`config.mk`:
```
export PLATFORM = sky130hd
export DESIGN_NAME = mbx_bank
export DESIGN_NICKNAME = d
export VERILOG_FILES = /design/src/rtl/mbx_pkg.sv /design/src/rtl/mbx_decode.sv /design/src/rtl/mbx_cell.sv /design/src/rtl/mbx_readmux.sv /design/src/rtl/mbx_bank.sv
export SDC_FILE = /design/constraint.sdc
export NUM_CORES = 1
export LEC_CHECK = 0
export BUFFER_PORTS_ARGS = -buffer_cell sky130_fd_sc_hd__buf_4
export CAP_MARGIN = 10
export CORE_MARGIN = 2
export CORE_UTILIZATION = 45
export CTS_BUF_LIST = sky130_fd_sc_hd__clkbuf_4
export DETAILED_ROUTE_END_ITERATION = 12
export SETUP_SLACK_MARGIN = 0.2
export SLEW_MARGIN = 30
export SYNTH_ARGS = -nofsm -noshare
export SYNTH_HDL_FRONTEND = slang
export SYNTH_SLANG_ARGS = --single-unit
```
`constraint.sdc`:
```
create_clock -name clk -period 1.5 [get_ports clk]
set_input_delay 0 -clock clk [delete_from_list [all_inputs] [get_ports clk]]
set_output_delay 0 -clock clk [all_outputs]
set_load 0.01 [all_outputs]
```
`src/rtl/mbx_pkg.sv`:
```
package mbx_pkg;
    parameter int NUM_CORES    = 4;
    parameter int BOX_PER_CORE = 4;
    parameter int DATA_W       = 32;
    parameter int ADDR_W       = 8;
    parameter int SET_BASE     = 'h80;
    parameter int CLR_BASE     = 'hC0;

    localparam int NUM_BOX  = NUM_CORES * BOX_PER_CORE;
    localparam int IDX_W    = $clog2(NUM_BOX);
    localparam int STRIDE   = DATA_W / 8;
    localparam int LSB_W    = $clog2(STRIDE);
    localparam int WIN_SPAN = NUM_BOX * STRIDE;

    typedef enum logic [1:0] {
        WIN_NONE = 2'd0,
        WIN_SET  = 2'd1,
        WIN_CLR  = 2'd2
    } win_e;

    typedef struct packed {
        win_e             win;
        logic [IDX_W-1:0] idx;
    } dec_t;

    function automatic dec_t decode_addr(input logic [ADDR_W-1:0] a);
        dec_t        d;
        int unsigned u;
        u     = int'(a);
        d.win = WIN_NONE;
        d.idx = '0;
        if (a[LSB_W-1:0] == '0) begin
            if (u >= SET_BASE && u < SET_BASE + WIN_SPAN) begin
                d.win = WIN_SET;
                d.idx = IDX_W'((u - SET_BASE) >> LSB_W);
            end else if (u >= CLR_BASE && u < CLR_BASE + WIN_SPAN) begin
                d.win = WIN_CLR;
                d.idx = IDX_W'((u - CLR_BASE) >> LSB_W);
            end
        end
        return d;
    endfunction
endpackage

```
`src/rtl/mbx_decode.sv`:
```
module mbx_decode
    import mbx_pkg::*;
(
    input  logic              wr_en,
    input  logic [ADDR_W-1:0] addr,
    output dec_t              dec,
    output logic [NUM_BOX-1:0] set_sel,
    output logic [NUM_BOX-1:0] clr_sel
);
    always_comb begin
        dec     = decode_addr(addr);
        set_sel = '0;
        clr_sel = '0;
        if (wr_en && dec.win == WIN_SET) set_sel[dec.idx] = 1'b1;
        if (wr_en && dec.win == WIN_CLR) clr_sel[dec.idx] = 1'b1;
    end

    // a single write targets at most one mailbox
    always_comb begin
        a_r8_one_target: assert ($onehot0(set_sel | clr_sel));
    end
endmodule

```
`src/rtl/mbx_cell.sv`:
```
module mbx_cell
    import mbx_pkg::*;
(
    input  logic              clk,
    input  logic              rst,
    input  logic              set_en,
    input  logic              clr_en,
    input  logic [DATA_W-1:0] wr_data,
    output logic [DATA_W-1:0] word,
    output logic              pending
);
    always_ff @(posedge clk) begin
        if (rst)         word <= '0;
        else if (set_en) word <= word | wr_data;
        else if (clr_en) word <= word & ~wr_data;
    end

    assign pending = |word;

    a_r1_reset_empty: assert property (@(posedge clk)
        rst |=> (word == '0 && !pending));
    a_r2_set_bits_present: assert property (@(posedge clk) disable iff (rst)
        set_en |=> ((word & $past(wr_data)) == $past(wr_data)));
    a_r3_cleared_bits_absent: assert property (@(posedge clk) disable iff (rst)
        clr_en |=> ((word & $past(wr_data)) == '0));
    a_r8_idle_holds: assert property (@(posedge clk) disable iff (rst)
        (!set_en && !clr_en) |=> $stable(word));
endmodule

```
`src/rtl/mbx_readmux.sv`:
```
module mbx_readmux
    import mbx_pkg::*;
(
    input  logic              rd_en,
    input  dec_t              dec,
    input  logic [DATA_W-1:0] words [NUM_BOX],
    output logic [DATA_W-1:0] rd_data
);
    always_comb begin
        rd_data = '0;
        if (rd_en && dec.win == WIN_CLR) rd_data = words[dec.idx];
    end

    // the raise window never returns data
    always_comb begin
        if (rd_en && dec.win == WIN_SET)
            a_r5_set_window_zero: assert (rd_data == '0);
    end
endmodule

```
`src/rtl/mbx_bank.sv`:
```
module mbx_bank
    import mbx_pkg::*;
(
    input  logic              clk,
    input  logic              rst,
    input  logic              wr_en,
    input  logic              rd_en,
    input  logic [ADDR_W-1:0] addr,
    input  logic [DATA_W-1:0] wr_data,
    output logic [DATA_W-1:0] rd_data,
    output logic [NUM_BOX-1:0] pending
);
    dec_t               dec;
    logic [NUM_BOX-1:0] set_sel;
    logic [NUM_BOX-1:0] clr_sel;
    logic [DATA_W-1:0]  words [NUM_BOX];

    mbx_decode u_dec (
        .wr_en   (wr_en),
        .addr    (addr),
        .dec     (dec),
        .set_sel (set_sel),
        .clr_sel (clr_sel)
    );

    for (genvar n = 0; n < NUM_BOX; n++) begin : g_box
        mbx_cell u_cell (
            .clk     (clk),
            .rst     (rst),
            .set_en  (set_sel[n]),
            .clr_en  (clr_sel[n]),
            .wr_data (wr_data),
            .word    (words[n]),
            .pending (pending[n])
        );
    end

    mbx_readmux u_rd (
        .rd_en   (rd_en),
        .dec     (dec),
        .words   (words),
        .rd_data (rd_data)
    );

    // a raise with non-zero data leaves some flag high next cycle
    a_r6_flag_after_set: assert property (@(posedge clk) disable iff (rst)
        (wr_en && set_sel != '0 && wr_data != '0) |=> (pending != '0));
endmodule

```
; Word level (Yosys, flattened, before mapping)
; Index checks and enable logic that the tools add are counted.
[classes]
order_cmp = 6
muxes = 43
n_reduce_logical = 38
bitwise = 34
n_eq_ne = 2
add_sub_neg = 2
[op_table]
columns = cell, count
row1 = 32-bit 2-to-1 mux, 35
row2 = 32-bit AND, 16
row3 = 32-bit bitwise OR, 16
row4 = 32-bit OR reduction, 16
row5 = 32-bit binary-select mux with 4-bit select, 1
row6 = 16-bit 2-to-1 mux, 2
row7 = 32-bit NOT, 1
row8 = 2-bit nonzero test, 16
row9 = 6-bit 2-to-1 mux, 3
row10 = "8-bit >= comparator, second input constant", 2
row11 = "6-bit by 1-bit subtractor with 6-bit output, second input constant", 2
row12 = "8-bit less-than comparator, second input constant", 1
row13 = "5-bit >= comparator, second input constant", 1
row14 = 1-bit logical AND, 5
row15 = "4-bit by 5-bit less-than comparator with 1-bit output, second input constant", 1
row16 = 4-bit NOT with 5-bit output, 1
row17 = 1-bit demux with 4-bit select, 1
row18 = "4-bit by 1-bit >= comparator with 1-bit output, second input constant", 1
row19 = "2-bit by 1-bit == test with 1-bit output, second input constant", 1
row20 = "2-bit == test, second input constant", 1
row21 = 2-bit logical NOT, 1
row22 = 1-bit 2-to-1 mux, 1
[word_totals]
wordCells = 141
inputBits = 44
out_inout_bits = 48
reg_bits = 512

; Longest topological paths before layout
; Gate-level depths: netlist of run 1.
[logic_depth]
word_depth = 11
depth_mapped = 9
ltp_nobuf = 5

; Cells and area by module
; A second synthesis of run 1 with hierarchy kept.
[hier_totals]
hier_cells = 2713
hier_area_um2 = 24365.9
[modules_own_cells]
columns = module, cells_per_inst, instances, seq_area_each_um2, area_each_um2
row1 = mbx_cell, 148, 16, 640.6, 1237.4
row2 = mbx_readmux, 276, 1, 0.0, 4028.9
row3 = mbx_decode, 69, 1, 0.0, 538.0

; Least setup slack after synthesis of run 1
; No wires, ideal clock.
[synth_path]
path_kind = input -> register
startpoint = in addr[5]
endpoint = reg with a tool-made name
required_ps = 1368
path_buffers = 2
setup_slack_ps = -148
arrival_time_ps = 1516
path_stages = 7
setup_ps = 132
path_cell_list = clkbuf_2 > or2_0 > a2111oi_4 > clkbuf_1 > nand2_1 > nand2_1 > a21oi_1
[synth_lines]
columns = element, line_no
row1 = start: declaration, mbx_bank.sv:8  ; input logic [ADDR_W-1:0] addr,

==> reports/qor.csv, run 1 <==
stage,metric,value,unit
finish,Finished Core Util,64.4,%
clock_network,clock sink total,512,
critical_path,crit path max fanout,2,
place,"worst slack, placed",-0.532,ns
timing,Slew @ Worst Pin,1.10,ns
synth,Synth Flop Type,dfxtp_1,
synth,Yosys reg bits,512,
clock_network,H-tree depth,4,
place,input/output buffers,91,
clock_network,clk root buf,clkbuf_4,
global_routing,vias in the first global route,26800,
clock_network,clk_lat worst skew,0.99,ns
hold_path,Hold Crit Class,input port to flip-flop,
synth,most frequent cells after synthesis,"a21oi_1, dfxtp_1, a311oi_1",
synth,Yosys top cell by area,dfxtp_1,
critical_path,Setup Crit Path Kind,flip-flop to output port,
clock_network,CTS max path bufs,3,
floorplanning,Die Area,0.0551,sq mm
power_and_ir_drop,Pleak,12.0,nW
global_routing,largest net degree at the start of global routing,125,
synth,Post-synth EDFFs,0,
synth,most instantiated library cell after synthesis,a21oi_1,
routing,DRT iter0 DRCs,4058,
routing,drt wl/cell,26.4,um
place,Placed Instances,3802,
timing,setup ws final,-1.02,ns
critical_path,Worst R2R Path Depth,3,
synth,Yosys top cell area share,42.8,%
routing,vias,28500,
floorplanning,die span in y,235,um
hold_path,hold wc startpoint,addr[5],
finish,layout cell share with drive strength beyond 1,35.3,%
timing,Max-slew headroom,26.3,%
routing,DRT antenna net count,0,
finish,register area,0.0105,sq mm
critical_path,CP arrival,2.52,ns
synth,Synth area leaders,"dfxtp_1, a311oi_1, a21oi_1",
routing,residual DRC count,0,
flow_run,MaxCap Viol Count,0,
synth,Mean Syn Cell Area,8.16,sq um
critical_path,CP startpoint kind,flip-flop,
place,RePlAce Congestion,1.00,
timing,RSZ-0062 raised after global routing,yes,
routing,final WL,111,mm
power_and_ir_drop,worst vdd ir,0.650,mV
clock_network,TritonCTS Buffers,144,
synth,Synth Instances,2937,
clock_network,hold_buf cts,130,
place,hpwl dp,64.9,mm
floorplanning,Core Region,0.0526,sq mm
synth,Synth cell types,44,
run_status,status,finished with violations,
global_routing,wire length of the first global-routing pass,163,mm
finish,area grow syn2layout,41.4,%
routing,Vias/cell,6.76,
clock_network,CTS tree,done,
global_routing,antenna violations before repair,3,
finish,Multi-input gate area,0.0137,sq mm
timing,final hold slack,-0.0861,ns
timing,min Tclk post-route,2.52,ns
global_routing,GRT Residual Overflow,0,
synth,synthesized area,0.0240,sq mm
synth,Synth Net Count,2981,
run_status,failing checks,"hold timing, setup timing",
synth,"Warnings, synthesis",0,
critical_path,crit end category,output port,
timing,Final Hold Fails,135,
floorplanning,IO Count,92,
timing,final setup TNS,-37.93,ns
finish,# nets final,3459,
finish,layout filler cell count,4350,
global_routing,All-Layer GR Usage,38.1,%
hold_path,hold depth,7,
floorplanning,Initial Util,45.6,%
critical_path,flop2flop setup slack,0.51,ns
synth,Synth async-reset ratio,0,%
timing,Final setup viols,48,
timing,skew final,0,ns
timing,Pins Over Slew Limit,0,
critical_path,Crit path required time,1.50,ns
floorplanning,Die Span X,235,um
power_and_ir_drop,PD cells,861,mW/mm^2
synth,sequential share of the synthesized area,42.8,%
timing,final period utilization,168,%
timing,Max Freq,0.396,GHz
routing,1st-pass router iterations,6,
clock_network,clock-pin slew on the worst setup and hold paths,0.06,ns
floorplanning,Rows,84,
finish,Finished Layout Cells,4209,
-- critical path, stage by stage (launching register included) --
cell	delay, ns
dfxtp_2	0.34
nor4_4	0.30
buf_4	0.16
nand4_1	0.17
buf_4	0.22
or2_4	0.25
buf_6	0.13
-- report_power, final --
part	internal, W	switching (W)	total [W]
clock	0.00667	0.00615	0.0128
sequential	0.0136	0.00000939	0.0136
combinational	0.000898	0.00184	0.00274
total	0.0212	0.00800	0.0292
-- cells in the final DEF, fill, tap and decap left out, types with 31 or more instances in the layout --
master           n
nor4_4          31
nand2_1        322
dfxtp_2        145
o21ai_0         68
a311oi_1       352
buf_12          64
buf_6           79
a21oi_1        508
o22ai_1        165
nand4_1         33
dlygate4sd3_1  102
nor4_1          75
dfxtp_1        359
buf_4          452
o21ai_1         40
a21oi_2         34
clkbuf_4       215
nand3_1        161
-- how the worst max path moves through the flow --
stage,slack (ns),endpoint
after global routing,-1.09,pending[13]
after floorplan,-0.009,flip-flop
after detailed placement,-0.53,rd_data[4]
after global placement,-0.52,rd_data[9]
final,-1.02,pending[13]
after CTS,-1.09,pending[13]
-- layout make-up --
cell class	count	share of cell area, %
diodes	3	0.0222
repair buffers	731	20.7
well taps	688	2.54
inverters	1	0.0111
clock inverters	34	0.458
clock buffers	215	4.77
flip-flops and latches	512	30.9
multi-input cells	2025	40.6
-- stage by stage --
step	area [sq um]	total power (W)
finish	33900	0.0292
global route	33900	0.0301
CTS	33200	0.0291
detailed placement	28500	0.0159
global placement	28500	0.0159
floorplan	24400	0.0150
-- metal layers --
metal  track usage, %  wire, um
met5                0        13
met4             18.8      5790
met3             10.8     14100
met2             56.3     48300
met1             50.8     43000
-- logic make-up (layout without fill, tap and decap cells) --
kind of cell | after synthesis | in the layout | synth area share [%]
compound gates | 1247 | 1247 | 33.0
buf+inv | 400 | 981 | 6.80
flops | 512 | 512 | 42.8
mux | 35 | 35 | 1.62
other cells | 0 | 3 | 0
simple gates | 743 | 743 | 15.8
-- repair_timing --
action                                  CTS  global route
endpoints found under the setup margin   48           459
resized for setup                       439           159
gates cloned                              0             6
pin swaps                               128            62
setup buffers                            10             9
hold endpoints to repair                512           135
(Power assumes the default switching activity.)
==> inputs of run 2 (changes only) <==
--- a/config.mk
+++ b/config.mk
@@ -5,10 +5,11 @@
 export SDC_FILE = /design/constraint.sdc
 export NUM_CORES = 1
 export LEC_CHECK = 0
+export ABC_AREA = 1
 export BUFFER_PORTS_ARGS = -buffer_cell sky130_fd_sc_hd__buf_4
 export CAP_MARGIN = 10
 export CORE_MARGIN = 2
-export CORE_UTILIZATION = 45
+export CORE_UTILIZATION = 35
 export CTS_BUF_LIST = sky130_fd_sc_hd__clkbuf_4
 export DETAILED_ROUTE_END_ITERATION = 12
 export SETUP_SLACK_MARGIN = 0.2
==> reports/qor.csv, run 2 <==
stage,metric,value,unit,change
run_status,status,finished with violations,,
run_status,failing checks,"hold timing, setup timing",,
timing,Pins Over Slew Limit,0,,unchanged
critical_path,CP arrival,2.49,ns,-0.03 ns
timing,Slew @ Worst Pin,0.994,ns,-0.111 ns
floorplanning,Initial Util,35.5,%,-10 points
synth,Synth cell types,20,,-55%
routing,vias,30000,,+5.6%
floorplanning,Rows,99,,+18%
routing,DRT antenna net count,0,,unchanged
finish,Finished Core Util,48.8,%,-16 points
synth,Synth Instances,4063,,+38%
clock_network,clock sink total,512,,unchanged
synth,Synth async-reset ratio,0,%,unchanged
timing,final setup TNS,-57.66,ns,-19.73 ns
timing,Final Hold Fails,94,,-30%
power_and_ir_drop,PD cells,819,mW/mm^2,-4.8%
power_and_ir_drop,worst vdd ir,0.499,mV,-23%
clock_network,clk_lat worst skew,1.02,ns,+0.03 ns
synth,Yosys top cell area share,39.5,%,-3.3 points
timing,min Tclk post-route,2.49,ns,-0.0304 ns
finish,area grow syn2layout,37.7,%,
timing,final hold slack,-0.163,ns,-0.0771 ns
routing,drt wl/cell,19.9,um,-25%
synth,Post-synth EDFFs,0,,unchanged
synth,Synth area leaders,"dfxtp_1, nand2_1, a21oi_1",,
finish,Multi-input gate area,0.0148,sq mm,+7.4%
critical_path,Crit path required time,1.50,ns,about the same
floorplanning,Die Span X,276,um,+18%
floorplanning,die span in y,276,um,+18%
timing,setup ws final,-0.992,ns,+0.0304 ns
global_routing,GR Util met2,40.9,%,-15 points
critical_path,CP cell instances,nor4_4 > buf_4 > nand4_1 > or2_4 > buf_6,,
power_and_ir_drop,Comb pwr share,9.9,%,+0.5 points
clock_network,CTS tree,done,,
hold_path,hold wc startpoint,addr[4],,
timing,Final setup viols,117,,+140%
routing,residual DRC count,0,,unchanged
global_routing,antenna violations before repair,1,,-2
timing,Max-slew headroom,33.8,%,+7.4 points
floorplanning,Die Area,0.0763,sq mm,+39%
synth,synthesized area,0.0260,sq mm,+8.3%
finish,register area,0.0105,sq mm,about the same
synth,Synth Net Count,4107,,+38%
clock_network,clk root buf,clkbuf_4,,
synth,Yosys top cell by area,dfxtp_1,,
finish,# nets final,4546,,+31%
power_and_ir_drop,Net Sw Power,0.00817,W,+2.1%
floorplanning,IO Count,92,,unchanged
clock_network,H-tree depth,4,,unchanged
critical_path,Top delay family on crit path,simple AND/OR/NAND/NOR gates,,
global_routing,GR met3 Demand/Resource,5.40,%,-5.4 points
timing,final period utilization,166,%,-2.0 points
clock_network,TritonCTS Buffers,142,,-1.4%
floorplanning,Core Region,0.0732,sq mm,+39%
power_and_ir_drop,Switching Share,27.9,%,+0.46 points
critical_path,WP buf/inv,2,,-1
critical_path,CP max stage cell,dfxtp_4,,
routing,DRT iter0 DRCs,3343,,-18%
critical_path,crit end category,output port,,
synth,Mean Syn Cell Area,6.39,sq um,-22%
place,hpwl dp,71.6,mm,+10%
global_routing,All-Layer GR Usage,27.1,%,-11 points
power_and_ir_drop,Pleak,14.4,nW,+20%
routing,Vias/cell,5.42,,-20%
routing,final WL,110,mm,-0.84%
critical_path,crit path max fanout,2,,unchanged
timing,skew final,0,ns,unchanged
timing,Max Freq,0.401,GHz,+1.2%
finish,"commonest non-fill, non-tap cell in the layout",nand2_1,,
global_routing,wire length of the first global-routing pass,163,mm,-0.32%
global_routing,GR peak layer,met2,,
power_and_ir_drop,Cell Int Power,0.0211,W,-0.24%
finish,"commonest non-fill, non-tap cells in the layout","nand2_1, a21oi_1, o21ai_0",,
place,RePlAce Congestion,0.916,,-8.9%
clock_network,CTS max path bufs,3,,unchanged
finish,layout filler cell count,7240,,+66%
clock_network,clock-pin slew on the worst setup and hold paths,0.07,ns,about the same
synth,Yosys reg bits,512,,unchanged
synth,Synth Flop Type,dfxtp_1,,
synth,most instantiated library cell after synthesis,nand2_1,,
hold_path,Hold Crit Class,input port to flip-flop,,
power_and_ir_drop,sequential power share,46.5,%,about the same
global_routing,vias in the first global route,27000,,+1.0%
critical_path,CP startpoint kind,flip-flop,,
synth,"Warnings, synthesis",0,,unchanged
critical_path,CP peak stage delay,0.35,ns,about the same
global_routing,largest net degree at the start of global routing,106,,-15%
global_routing,GR Util met1,38.3,%,-12 points
critical_path,Setup Crit Path Kind,flip-flop to output port,,
global_routing,GRT Residual Overflow,0,,unchanged
routing,1st-pass router iterations,6,,unchanged
power_and_ir_drop,Clock power frac,43.6,%,-0.4 points
flow_run,MaxCap Viol Count,0,,unchanged
synth,sequential share of the synthesized area,39.5,%,-3.3 points
finish,layout cell share with drive strength beyond 1,29.2,%,-6.1 points
place,input/output buffers,91,,unchanged
synth,most frequent cells after synthesis,"nand2_1, dfxtp_1, a21oi_1",,
timing,RSZ-0062 raised after global routing,yes,,
-- run 2: cell types whose count changed after synthesis, moves of 35 or more --
cell | before | now
a21oi_1 | 544 | 506
a311oi_1 | 352 | 0
clkbuf_1 | 325 | 248
inv_1 | 1 | 268
nand2_1 | 323 | 932
nor2_1 | 11 | 455
nor3_1 | 1 | 36
o21ai_0 | 119 | 505
o21ai_1 | 0 | 109
o22ai_1 | 216 | 0
-- run 2: cell type report --
cell class | count | share of cell area (%)
Inverter | 277 | 2.92
Clock buffer | 206 | 4.33
Timing Repair Buffer | 657 | 18.4
Antenna cell | 2 | 0.0140
Multi-Input combinational cell | 2912 | 41.3
Sequential cell | 512 | 29.3
Clock inverter | 20 | 0.364
Tap cell | 959 | 3.36
-- run 2: worst min-delay path: stages --
cell and delay [ns]:
buf_4 0.10, nor2_4 0.04, buf_12 0.15, buf_6 0.17
buf_12 0.17, nand3_1 0.10, a21oi_1 0.06
-- run 2: what timing repair did --
item / CTS / global route
buffers inserted: 21 / 26
pin swaps: 173 / 172
hold endpoints to repair: 512 / 220
gates cloned: 0 / 6
resized for setup: 469 / 313
endpoints found under the setup margin: 48 / 430
hold buffers: 100 / 48
-- run 2: final timing paths --
| check | end | depth (start not counted) | slack (ns) |
|---|---|---|---|
| hold reg to reg | flip-flop | 2 | 0.46 |
| setup reg to reg | flip-flop | 3 | 0.28 |
| setup / recovery | pending[9] | 5 | -0.99 |
| hold / removal | flip-flop | 7 | -0.16 |
-- run 2: metal layers --
layer | up-vias | wire (um)
li1 | 14300 | -
met1 | 14000 | 47800
met2 | 1470 | 48600
met3 | 212 | 9860
met4 | 0 | 3950
met5 | - | 0
-- run 2: power by group through the flow --
stage          clock network, W  logic, W  registers [W]
2_1_floorplan                 0   0.00125         0.0139
3_3_place_gp                  0   0.00237         0.0139
3_5_place_dp                  0   0.00236         0.0139
4_1_cts                  0.0129   0.00268         0.0136
5_1_grt                  0.0136   0.00308         0.0136
6_report                 0.0127   0.00291         0.0136
-- run 2: cell families (layout without fill, tap and decap cells) --
kind of cell,Yosys count,count (layout),synth area share (%)
buffers and inverters,639,1160,9.98
other,0,2,0
AO/OA/AOI/OAI,1120,1120,21.6
flip-flops,512,512,39.5
AND/OR/NAND/NOR,1792,1792,28.9
-- run 2: per-stage QoR --
stage / worst slack (ns) / cell area, sq um / power [W] / std cells
after detailed placement: -0.399 / 30100 / 0.0163 / 5133
final: -0.992 / 35700 / 0.0293 / 5545
after floorplan: 0.209 / 26000 / 0.0152 / 4063
after CTS: -1.07 / 34200 / 0.0292 / 5480
after global placement: -0.390 / 30100 / 0.0163 / 5133
after global routing: -1.09 / 35700 / 0.0303 / 5544
